===== src/rtl/tmr_irq_pkg.sv =====
package tmr_irq_pkg;
    localparam int NUM_SRC = 5;
    localparam int REG_W   = 8;

    // register bit position of each event source
    localparam int SRC_BIT [NUM_SRC] = '{6, 5, 3, 1, 7};

    typedef enum logic {
        FLAG_IDLE = 1'b0,
        FLAG_PEND = 1'b1
    } flag_state_t;

    typedef enum logic {
        EV_LOW  = 1'b0,
        EV_HIGH = 1'b1
    } ev_state_t;
endpackage


===== src/rtl/tmr_irq_edge_fsm.sv =====
module tmr_irq_edge_fsm
    import tmr_irq_pkg::*;
(
    input  logic clk,
    input  logic rst_n,
    input  logic lvl_i,
    output logic pulse_o
);
    ev_state_t state_q, state_d;

    always_ff @(posedge clk or negedge rst_n) begin
        if (!rst_n) state_q <= EV_LOW;
        else        state_q <= state_d;
    end

    always_comb begin
        state_d = state_q;
        unique case (state_q)
            EV_LOW:  if (lvl_i)  state_d = EV_HIGH;   // EV_RISE
            EV_HIGH: if (!lvl_i) state_d = EV_LOW;    // EV_DROP
            default: state_d = EV_LOW;
        endcase
    end

    always_comb begin
        pulse_o = (state_q == EV_LOW) && lvl_i;
    end


    single_pulse_chk: assert property (@(posedge clk) disable iff (!rst_n)
        pulse_o |=> !pulse_o);
endmodule


===== src/rtl/tmr_irq_flag_fsm.sv =====
module tmr_irq_flag_fsm
    import tmr_irq_pkg::*;
(
    input  logic clk,
    input  logic rst_n,
    input  logic set_i,
    input  logic clr_i,
    output logic pend_o
);
    flag_state_t state_q, state_d;

    always_ff @(posedge clk or negedge rst_n) begin
        if (!rst_n) state_q <= FLAG_IDLE;
        else        state_q <= state_d;
    end

    always_comb begin
        state_d = state_q;
        unique case (state_q)
            FLAG_IDLE: if (set_i)           state_d = FLAG_PEND;  // FLAG_RAISE
            FLAG_PEND: if (clr_i && !set_i) state_d = FLAG_IDLE;  // FLAG_DROP
            default:   state_d = FLAG_IDLE;
        endcase
    end

    always_comb begin
        pend_o = (state_q == FLAG_PEND);
    end


    set_wins_chk: assert property (@(posedge clk) disable iff (!rst_n)
        set_i |=> pend_o);


    clear_chk: assert property (@(posedge clk) disable iff (!rst_n)
        (clr_i && !set_i) |=> !pend_o);


    hold_chk: assert property (@(posedge clk) disable iff (!rst_n)
        (!clr_i && !set_i) |=> $stable(pend_o));
endmodule


===== src/rtl/tmr_irq_flags.sv =====
module tmr_irq_flags
    import tmr_irq_pkg::*;
#(
    parameter logic [NUM_SRC-1:0] LEVEL_MASK = 5'b00011
) (
    input  logic               clk,
    input  logic               rst_n,
    input  logic [NUM_SRC-1:0] evt_i,
    input  logic               wr_en,
    input  logic [REG_W-1:0]   wr_data,
    output logic [REG_W-1:0]   rd_data,
    input  logic [NUM_SRC-1:0] ack_i,
    input  logic [NUM_SRC-1:0] ie_mask_i,
    input  logic               gie_i,
    output logic [NUM_SRC-1:0] irq_o
);
    logic [NUM_SRC-1:0] src_set;
    logic [NUM_SRC-1:0] src_clr;
    logic [NUM_SRC-1:0] pend;

    for (genvar k = 0; k < NUM_SRC; k++) begin : g_src
        if (LEVEL_MASK[k]) begin : g_level
            tmr_irq_edge_fsm i_edge (
                .clk     (clk),
                .rst_n   (rst_n),
                .lvl_i   (evt_i[k]),
                .pulse_o (src_set[k])
            );
        end else begin : g_pulse
            assign src_set[k] = evt_i[k];
        end

        assign src_clr[k] = (wr_en && wr_data[SRC_BIT[k]]) || ack_i[k];

        tmr_irq_flag_fsm i_flag (
            .clk    (clk),
            .rst_n  (rst_n),
            .set_i  (src_set[k]),
            .clr_i  (src_clr[k]),
            .pend_o (pend[k])
        );


        wr_clear_chk: assert property (@(posedge clk) disable iff (!rst_n)
            (wr_en && wr_data[SRC_BIT[k]] && !src_set[k]) |=> !rd_data[SRC_BIT[k]]);
    end

    always_comb begin
        rd_data = '0;
        for (int k = 0; k < NUM_SRC; k++) begin
            rd_data[SRC_BIT[k]] = pend[k];
        end
    end

    assign irq_o = pend & ie_mask_i & {NUM_SRC{gie_i}};


    irq_gate_chk: assert property (@(posedge clk) disable iff (!rst_n)
        (|irq_o) |-> gie_i);
endmodule


===== config.mk =====
export PLATFORM = sky130hd
export DESIGN_NAME = tmr_irq_flags
export DESIGN_NICKNAME = d
export VERILOG_FILES = /design/src/rtl/tmr_irq_pkg.sv /design/src/rtl/tmr_irq_edge_fsm.sv /design/src/rtl/tmr_irq_flag_fsm.sv /design/src/rtl/tmr_irq_flags.sv
export SDC_FILE = /design/constraint.sdc
export NUM_CORES = 1
export LEC_CHECK = 0
export BUFFER_PORTS_ARGS = -buffer_cell sky130_fd_sc_hd__buf_4
export CAP_MARGIN = 30
export CORE_AREA = 2 2 39 41
export CTS_BUF_LIST = sky130_fd_sc_hd__clkbuf_16
export DETAILED_ROUTE_END_ITERATION = 16
export DIE_AREA = 0 0 41 43
export PLACE_DENSITY = 0.68
export SYNTH_ARGS = -nofsm -noshare
export SYNTH_HDL_FRONTEND = slang
export SYNTH_SLANG_ARGS = --single-unit

===== constraint.sdc =====
create_clock -name clk -period 0.9 [get_ports clk]
set_input_delay 0 -clock clk [delete_from_list [all_inputs] [get_ports clk]]
set_output_delay 0 -clock clk [all_outputs]
set_load 0.05 [all_outputs]

=== Word-level counts from Yosys, hierarchy flattened ===
Index checks and enable logic that the tools add are counted.

* $lt $le $gt $ge: 0
* Reduce and logical (&&, ||, !) cells: 22
* $mul: 0
* Mux-type cells: 17
* Div/mod/pow operators: 0
* Eq/ne operators: 0
* Shifts and indexed selects: 0
* $add $sub $neg: 0
* Bitwise gates (word level): 9

{| class="wikitable"
|+ Operator list
! kind !! number
|-
| $logic_and 1x1->1 || 12
|-
| $mux 1 || 12
|-
| $and 5x5->5 || 2
|-
| $pmux 1 s2 || 5
|-
| $not 1->1 || 7
|-
| $logic_not 1->1 || 5
|-
| $logic_or 1x1->1 || 5
|}

* Memories kept: 0
* Bits in latches: 0
* Bits in read-only memories: 0
* Register bits after elaboration: 7
* Bits in writable memories: 0
* Bits of input ports: 27

=== Logic depth before layout (Yosys ltp) ===
* Depth after elaboration: 6
* Gate-level depth with buffers: 2
* Mapped depth without buffers: 2

=== Cells and area by module ===
Synthesis repeated with hierarchy kept, for this count alone.

* Cells, all modules: 33
* Area total of the unflattened synthesis: 354.1 µm²

{| class="wikitable"
|+ By module, submodules not included
! module !! cells an instance !! area an instance (µm²) !! instances
|-
| tmr_irq_flag_fsm || 3 || 36.3 || 5
|-
| tmr_irq_flags || 14 || 95.1 || 1
|-
| tmr_irq_edge_fsm || 2 || 38.8 || 2
|}

=== Worst setup path before layout ===
No wires, ideal clock.

* Kind: register to output
* Start: reg g_src[2].i_flag.state_q
* End: out irq_o[2]
* Data required time: 900 ps
* Cell stages (with the launch flop): 2
* Setup slack: 114 ps
* Data arrival time: 786 ps
* Cells stage by stage: dfrtp_1 and3_1

* Longest elaborated chain between the ends: 2

{| class="wikitable"
|+ Ends and longest elaborated chain
! element !! line !! source
|-
| from (decl) || tmr_irq_flag_fsm.sv:10 || <nowiki>flag_state_t state_q, state_d;</nowiki>
|-
| from (signal assigned) || tmr_irq_flag_fsm.sv:14 || <nowiki>else state_q <= state_d;</nowiki>
|-
| $and 5x5->5 (2 in series) || tmr_irq_flags.sv:55 || <nowiki>assign irq_o = pend & ie_mask_i & {NUM_SRC{gie_i}};</nowiki>
|-
| to (decl) || tmr_irq_flags.sv:15 || <nowiki>output logic [NUM_SRC-1:0] irq_o</nowiki>
|}

Every way passes these cells.

=== Worst setup path in the final report ===
* Start: reg g_src[3].i_flag.state_q
* End: out irq_o[3]

* Longest elaborated chain between the ends: 2

{| class="wikitable"
|+ Ends and longest elaborated chain
! element !! line
|-
| from (decl) || tmr_irq_flag_fsm.sv:10
|-
| from (signal assigned) || tmr_irq_flag_fsm.sv:14
|-
| $and 5x5->5 (2 in series) || tmr_irq_flags.sv:55
|}

Every way passes these cells.

==> metrics.txt <==
outcome finished with violations; failing checks negative setup slack; Avg Cell Area, Syn 9.516 µm²; Worst VDD drop 1.200 mV; Worst Path Arrival 0.92 ns; 1st-iter DRT viols 1; final worst slack -0.02247 ns; DRC violations left 0; Crit Path Class reg2out; die height 43 µm; IO Port Bufs 33; routed len/inst 10.19 µm; CTS Buf Count 3; DPL Wire Length 666.4 µm; Post-Route WL 958 µm; non-filler cells, final 94; Clock transition at path regs 0.04 ns; Area growth syn-to-layout 111.8%; clock tree from TritonCTS yes; Final Wtd Congestion 0.6517; register-to-register setup slack 0.04 ns; Worst Path Required 0.90 ns; RSZ-0062 raised after global routing true; clock power share 51.6%; synthesized area 361.6 µm²; via/cell ratio 4.000; n_diodes 0; Yosys warning count 0; Hold Slack 0.08143 ns; 1st-pass router iterations 2; initial antenna violation count 0; Comb pwr share 24.0%; final max-slew violation count 0; first-pass GRT wire length 1.380 mm; setup TNS -0.06689 ns; post-route ant nets 0; worst-path fanout max 3; CTS Buffer Depth 2; placed cell count 81; Yosys reg bits 7; Critical Path Source Type flip-flop; GRT Util Overall 11.66%; DP Worst Slack 0.1632 ns; total I/O pin count 40; max-capacitance violation count 0; clock tree sinks 7; PD cells 1879 mW/mm²; commonest non-fill, non-tap cells in the layout buf_4, inv_1, dfrtp_1; global route overflow 0; fmax 1084 MHz; sequential area share after synthesis 48.44%; H-tree depth 1; Die ar. 0.001763 mm²; clk_lat worst skew 0.23 ns; site row count 14; Initial Utilization 26.13%; final hold viol count 0; synthesized instance count 38; min Tclk post-route 0.9225 ns; switch share 25.21%; via count 376; Clock Root Buffer clkbuf_16; Yosys top cell area share 48.44%; Die Wd 41 µm; fin nets 106; largest net degree at the start of global routing 8; Crit. End Element output port; Switch Pwr 0.3626 mW; Seq pwr share 24.4%; library cells used by synthesis 8; synth top area cells dfrtp_1, buf_4, and3_1; final clock skew 0.0001138 ns; P_int 1.076 mW; core box area 0.001384 mm²; cell leakage power 0.4264 nW; Hold WC Path Type in2reg; area leader, netlist dfrtp_1; vias in the first global route 358; final setup violation count 5; Final period util 102.5%; commonest non-fill, non-tap cell in the layout buf_4; ratio of cells with drive above 1 in the final layout 55.13%
==> power groups by stage <==
stage | Combinational [mW] | Clock, mW | Sequential, mW
after detailed placement | 0.297 | 0 | 0.356
after floorplan | 0.200 | 0 | 0.352
final | 0.345 | 0.743 | 0.351
after global placement | 0.294 | 0 | 0.355
after CTS | 0.342 | 0.752 | 0.351
after global routing | 0.365 | 0.772 | 0.355
==> critical path, stage by stage (launching register included) <==
cell and delay (ns):
dfrtp_1 0.39, and3_1 0.16, buf_6 0.15
==> routing by layer <==
layer / routed length, µm / part of all wire [%] / track usage, %
met4: 0 / 0 / 6.000
met2: 491 / 51 / 18.44
met3: 92 / 9.6 / 2.094
met5: 0 / 0 / 0
met1: 374 / 39 / 14.29
==> state kept, by name, summed over array words and instances (netlist names) <==
register                      flops
g_src.g_level.i_edge.state_q      2
g_src.i_flag.pend_o               5
==> worst paths after layout <==
kind / from / end / cells past startpoint
min in group asynchronous: rst_n / g_src[3].i_flag.pend_o$_DFF_PN0_ / 2
worst max register to register: g_src[3].i_flag.pend_o$_DFF_PN0_ / g_src[3].i_flag.pend_o$_DFF_PN0_ / 2
worst min register to register: g_src[2].i_flag.pend_o$_DFF_PN0_ / g_src[2].i_flag.pend_o$_DFF_PN0_ / 1
max in group asynchronous: rst_n / g_src[1].i_flag.pend_o$_DFF_PN0_ / 2
worst min-delay path: ack_i[4] / g_src[4].i_flag.pend_o$_DFF_PN0_ / 3
worst max-delay path: g_src[3].i_flag.pend_o$_DFF_PN0_ / irq_o[3] / 2
==> cell usage after synthesis <==
cell type,instances
conb_1,1
buf_4,8
inv_1,7
and3_1,5
a31o_2,3
dfrtp_1,7
a32o_1,2
nand2_1,5
==> logic make-up after synthesis <==
group           share of synthesized area, %
flops                                  48.44
buf+inv                                23.88
simple gates                           13.84
compound gates                         12.80
other cells                            1.037
==> through the flow <==
stage	total power [mW]	utilization (%)	area, µm²
finish	1.439	55.33	765.7
global placement	0.6494	41.68	576.8
global route	1.492	55.33	765.7
detailed placement	0.6529	41.68	576.8
floorplan	0.5518	-	369.1
CTS	1.445	54.79	758.2
==> cell type report <==
cell class	instances	area (µm²)
clock buffers	3	75.07
clock inverters	1	3.754
fillers	132	618.1
inverters	7	26.28
multi-input cells	18	112.6
flip-flops and latches	7	175.2
well taps	16	20.02
repair buffers	42	352.8
==> what timing repair did <==
item | in CTS | in global routing
gates resized for setup | 7 | 0
setup endpoints to repair | 5 | 5
hold endpoints to repair | 12 | 0
hold buffers | 6 | 0
cloned | 0 | 0
setup buffers | 2 | 1
No activity file was read; power rests on OpenSTA's default activity.
